$ cat src/rtl/twi_reg_slave.sv
module twi_reg_slave #(
  parameter logic [5:0] ADDR_HI  = 6'b100010,
  parameter logic [7:0] CMD_DIV  = 8'h5D,
  parameter logic [7:0] CMD_CTRL = 8'h60,
  parameter logic [7:0] CMD_TEMP = 8'h64,
  parameter logic [7:0] CMD_TUNE = 8'h66
) (
  input  logic        clk,
  input  logic        rst_n,
  input  logic        scl_i,
  input  logic        sda_i,
  input  logic        addr_pin,
  input  logic [7:0]  div_rd,
  input  logic [7:0]  ctrl_rd,
  input  logic [7:0]  tune_rd,
  input  logic [15:0] temp_rd,
  output logic        sda_oe,
  output logic [7:0]  wr_data,
  output logic        wr_div,
  output logic        wr_ctrl,
  output logic        wr_tune
);
  typedef enum logic [2:0] {S_IDLE, S_ADDR, S_CMD, S_WDAT, S_RDAT, S_IGN} st_t;

  logic [1:0] scl_m, sda_m;
  logic       scl_d, sda_d;
  logic       scl_s, sda_s;
  st_t        st;
  logic [3:0] cnt;
  logic [7:0] sr, txsr, cmd, rd_byte;
  logic [1:0] rd_idx;
  logic       ack, tx_en, rw, mnack, wr_done;

  assign scl_s = scl_m[1];
  assign sda_s = sda_m[1];

  wire start    = scl_s & scl_d & sda_d & ~sda_s;
  wire stop     = scl_s & scl_d & ~sda_d & sda_s;
  wire scl_rise = scl_s & ~scl_d;
  wire scl_fall = ~scl_s & scl_d;
  wire active   = (st != S_IDLE) && (st != S_IGN);

  assign sda_oe = ack | (tx_en & ~txsr[7]);

  always_ff @(posedge clk or negedge rst_n)
    if (!rst_n) begin
      scl_m <= 2'b11; sda_m <= 2'b11; scl_d <= 1'b1; sda_d <= 1'b1;
    end else begin
      scl_m <= {scl_m[0], scl_i};
      sda_m <= {sda_m[0], sda_i};
      scl_d <= scl_s;
      sda_d <= sda_s;
    end

  always_comb begin
    rd_byte = 8'hFF;
    case (cmd)
      CMD_DIV:  if (rd_idx == 2'd0) rd_byte = div_rd;
      CMD_CTRL: if (rd_idx == 2'd0) rd_byte = ctrl_rd;
      CMD_TUNE: if (rd_idx == 2'd0) rd_byte = tune_rd;
      CMD_TEMP: if (rd_idx == 2'd0) rd_byte = temp_rd[15:8];
                else if (rd_idx == 2'd1) rd_byte = temp_rd[7:0];
      default:  rd_byte = 8'hFF;
    endcase
  end

  always_ff @(posedge clk or negedge rst_n)
    if (!rst_n) begin
      st <= S_IDLE; cnt <= '0; sr <= '0; txsr <= 8'hFF; cmd <= 8'hFF;
      rd_idx <= '0; ack <= 1'b0; tx_en <= 1'b0; rw <= 1'b0; mnack <= 1'b1;
      wr_done <= 1'b0; wr_data <= '0; wr_div <= 1'b0; wr_ctrl <= 1'b0; wr_tune <= 1'b0;
    end else begin
      wr_div <= 1'b0; wr_ctrl <= 1'b0; wr_tune <= 1'b0;
      if (start) begin
        st <= S_ADDR; cnt <= '0; ack <= 1'b0; tx_en <= 1'b0;
        rd_idx <= '0; wr_done <= 1'b0;
      end else if (stop) begin
        st <= S_IDLE; cnt <= '0; ack <= 1'b0; tx_en <= 1'b0;
      end else if (active && scl_rise) begin
        if (cnt < 4'd8) begin
          sr  <= {sr[6:0], sda_s};
          cnt <= cnt + 4'd1;
        end else if (cnt == 4'd8) begin
          mnack <= sda_s;
          cnt   <= 4'd9;
        end
      end else if (active && scl_fall) begin
        if (cnt == 4'd8) begin
          case (st)
            S_ADDR: if (sr[7:1] == {ADDR_HI, addr_pin}) begin
                      ack <= 1'b1; rw <= sr[0];
                    end else st <= S_IGN;
            S_CMD:  begin ack <= 1'b1; cmd <= sr; end
            S_WDAT: begin
                      ack <= 1'b1;
                      if (!wr_done) begin
                        wr_done <= 1'b1;
                        wr_data <= sr;
                        wr_div  <= (cmd == CMD_DIV);
                        wr_ctrl <= (cmd == CMD_CTRL);
                        wr_tune <= (cmd == CMD_TUNE);
                      end
                    end
            S_RDAT: begin
                      tx_en <= 1'b0;
                      if (rd_idx != 2'd2) rd_idx <= rd_idx + 2'd1;
                    end
            default: ;
          endcase
        end else if (cnt == 4'd9) begin
          ack <= 1'b0;
          cnt <= '0;
          case (st)
            S_ADDR: if (rw) begin
                      st <= S_RDAT; tx_en <= 1'b1; txsr <= rd_byte;
                    end else st <= S_CMD;
            S_CMD:  st <= S_WDAT;
            S_RDAT: if (mnack) st <= S_IGN;
                    else begin tx_en <= 1'b1; txsr <= rd_byte; end
            default: ;
          endcase
        end else if (tx_en && cnt != 4'd0) begin
          txsr <= {txsr[6:0], 1'b1};
        end
      end
    end
endmodule


$ cat config.mk
export PLATFORM = sky130hd
export DESIGN_NAME = twi_reg_slave
export DESIGN_NICKNAME = d
export VERILOG_FILES = /design/src/rtl/twi_reg_slave.sv
export SDC_FILE = /design/constraint.sdc
export NUM_CORES = 1
export LEC_CHECK = 0
export ABC_AREA = 1
export BUFFER_PORTS_ARGS = -buffer_cell sky130_fd_sc_hd__buf_2
export CORE_MARGIN = 3
export CORE_UTILIZATION = 63
export CTS_BUF_LIST = sky130_fd_sc_hd__clkbuf_4
export CTS_CLUSTER_DIAMETER = 50
export CTS_CLUSTER_SIZE = 30
export DETAILED_ROUTE_END_ITERATION = 16
export MAX_ROUTING_LAYER = met4
export PLACE_DENSITY = 0.88
export REMOVE_ABC_BUFFERS = 1
export SYNTH_ARGS = -nofsm -noshare
export SYNTH_HDL_FRONTEND = slang
export SYNTH_SLANG_ARGS = --single-unit
$ cat constraint.sdc
create_clock -name clk -period 3.9 [get_ports clk]
set_input_delay 0.195 -clock clk [delete_from_list [all_inputs] [get_ports clk]]
set_output_delay 0.195 -clock clk [all_outputs]
set_load 0.1 [all_outputs]
==> results.md <==
* Run status: completed
* Max-cap violation count at 0
* Initial Util at 66.1%
* Count of different cell masters after synthesis at 31
* # IOs at 57
* Ant diodes at 0
* # setup viols final at 0
* Gr ovfl total at 0
* Final Hold Fails at 0
* Flop and latch count out of synthesis at 55
* Worst Skew at between 10 and 15 ps
* Min-delay worst type: input port to flop
* Place WS at 1650 ps
* CP required at 4220 ps
* Max VDD drop at between 0.2 and 0.3 mV
* Slew @ Worst Pin at 934 ps
* Buffers on Ports at 56
* Initial DRC Count at approximately 220
* Chip height at around 80 um
* Sequential share of the synthesized area at 40.9%
* Hold depth at 7
* Overall power at 1.72 mW
* RSZ-0062 raised after global routing: false
* Worst rel slew slack at 37.7%
* Vias per cell at 5.34
* Area delta synth->final at 11.6%
* Critical Path Most Common Cell: nand2_1
* Area of all placed cells without fillers at around 3800 um2
* Arrival @ worst endpoint at 2680 ps
* PD cells at 449 nW/um2
* Yosys top cell area share at 23.3%
* Die area at 6380 um2
* Layout filler cell count at between 400 and 500
* CTS tree: yes
* Fmax at around 420 MHz
* DR WL/cell at 13.2 um
* Global-route wire length before repair at 12700 um
* Row count at 26
* Ys Warns at 0
* CP max FO at 32
* Max-slew violation count at 0
* Num CTS Buffers at 5
* Pleak at 1.98 nW
* Final Cycle Share at 60.4%
* Cell Area, Placed at 3730 um2
* Root Buffer: clkbuf_4
* Clock period minus worst slack at 2360 ps
* Placer congestion estimate at 0.947
* Crit-path cells: inv_1 -> ha_1 -> inv_1 -> or2_2 -> nand3_1 -> o21ai_0 -> nor2_1 -> nand2_1 -> nand2_1 -> nand2_1
* Post-DP HPWL at 5740 um
* Vias in the first global route at around 2900
* NumNets Final at 570
* Remaining antenna violation count at 0
* Wirelength, routed at about 7800 um
* Clock transition at path regs at 160 ps
* Final WS setup at 1540 ps
* Total Routing Usage GR at 25.6%
* Max stage delay cell, worst path: inv_1
* Setup CP Type: flop to flop
* Mean area per synthesized cell at about 7.4 um2
* H-tree levels at 2
* Largest net degree at the start of global routing at 40
* Reg2reg path depth at 10
* Core Region at 5200 um2
* Mapped Area at 3440 um2
* First-pass DRT Iterations at 5
* Latest clock arrival within the worst-skew pair at 370 ps
* CTS Sinks at 55
* Clock buffer depth at 2
* Total negative slack at 0 ps
* Area leader, netlist: dfrtp_1
* Die width at roughly 80 um
* Vias at ~3100
* Main area contributors after synthesis: dfrtp_1, dfstp_2, nand2_1, nor2_1, inv_1
* Post-route DRC at 0
* Finished Layout Cells at 590
* CP startpoint kind: flop
* Placed instance count at roughly 580
* Setup bufs post-CTS at 0
* Mapped Cells at 463
* Worst path max stage delay at between 400 and 500 ps
* Crit. End Element: flop
* Share of layout cells above drive strength 1 at 28.3%
* Initial antenna violation count at 0
==> timing repair <==
item                                   4_1_cts  5_1_grt
endpoints found under the hold margin       10        0
hold buffers                                 3        0
gates resized for setup                      0        0
==> kinds of logic after synthesis <==
family	after synthesis	share of synthesized area, %
AND/OR/NAND/NOR	281	37.7
buffers and inverters	62	7.93
AO/OA/AOI/OAI	59	11.3
flip-flops	55	40.9
adder cells (fa/ha/maj)	6	2.18
==> per-stage QoR <==
step	util (%)	hold slack, ps
after floorplan	-	-101
after global placement	71.7	127
after global routing	73.8	242
after detailed placement	71.7	138
final	73.8	234
after CTS	73.8	230
==> synth_stat cells <==
cell type / instances
buf_6: 3
nand3_1: 33
nor3_2: 1
o21ai_4: 1
nand2_4: 5
buf_2: 5
nand3_2: 2
a21oi_2: 1
inv_1: 48
nor2_8: 1
nor3_1: 2
nor2_4: 3
o21ai_2: 15
dfstp_2: 23
o21bai_1: 1
dfrtp_1: 32
nand2_2: 6
buf_4: 3
o21ai_0: 26
o211ai_1: 8
nand4_1: 8
a21oi_1: 6
inv_2: 3
ha_1: 6
or2_1: 1
nor2_1: 52
nor2_2: 3
nand2_1: 145
o21ai_1: 1
or2_2: 18
nand3_4: 1
==> layout by cell type, fill, tap and decap left out, types with 2 or more instances in the layout <==
cell type / netlist / final
a21oi_1: 6 / 6
buf_2: 5 / 56
clkbuf_4: 0 / 5
dfrtp_1: 32 / 32
dfstp_2: 23 / 23
dlygate4sd3_1: 0 / 3
ha_1: 6 / 6
inv_1: 48 / 48
inv_2: 3 / 3
nand2_1: 145 / 145
nand2_2: 6 / 6
nand2_4: 5 / 5
nand3_1: 33 / 33
nand3_2: 2 / 2
nand4_1: 8 / 8
nor2_1: 52 / 52
nor2_2: 3 / 3
nor2_4: 3 / 3
nor3_1: 2 / 2
o211ai_1: 8 / 8
o21ai_0: 26 / 26
o21ai_2: 15 / 15
or2_2: 18 / 18
==> worst max-delay path: cells and delay by family, from the launching register on <==
kind | cells | cell delay (ps)
compound gates | 1 | 100
fa+ha+maj | 1 | 390
buf+inv | 2 | 560
flops | 1 | 430
simple gates | 6 | 820
==> path summary, 6_finish.rpt <==
check / startpoint / end / slack [ps]
worst max-delay path: rd_idx[0]$_DFFE_PN0P_ / txsr[1]$_DFFE_PN1P_ / 1540
worst min-delay path: tune_rd[2] / txsr[2]$_DFFE_PN1P_ / 230
worst max register to register: rd_idx[0]$_DFFE_PN0P_ / txsr[1]$_DFFE_PN1P_ / 1540
worst min register to register: scl_m[0]$_DFF_PN1_ / scl_m[1]$_DFF_PN1_ / 370
max in group asynchronous: rst_n / cmd[5]$_DFFE_PN1P_ / 2780
min in group asynchronous: rst_n / cnt[2]$_DFFE_PN0P_ / 250
==> sequential cells by signal, summed over array words and instances (netlist names), 2 cells and up <==
| signal | count |
|---|---|
| rd_idx | 2 |
| sda_m | 2 |
| st | 3 |
| cmd | 8 |
| scl_m | 2 |
| cnt | 4 |
| wr_data | 8 |
| txsr | 8 |
| sr | 8 |
==> layer usage <==
layer	vias up	wire length, um	track usage (%)
met5	-	0	-
met4	0	95	5.91
met3	11	573	4.18
met2	122	3570	42.5
met1	1442	3520	33.1
li1	1574	-	-
==> area by class of cell <==
class                      count  area [um2]  share of cell area [%]
inverter                      51         191                    4.99
sequential                    55        1410                    36.6
multi-input combinational    346        1760                    45.9
clock buffer                   5        37.5                   0.978
clock inverter                 3        38.8                    1.01
timing repair buffer          60         318                    8.28
tap                           70        87.6                    2.28
==> where the power goes <==
group / internal [mW] / switching, mW
sequential: 0.688 / 0.0894
combinational: 0.211 / 0.428
clock: 0.132 / 0.175
(Power assumes the default switching activity.)
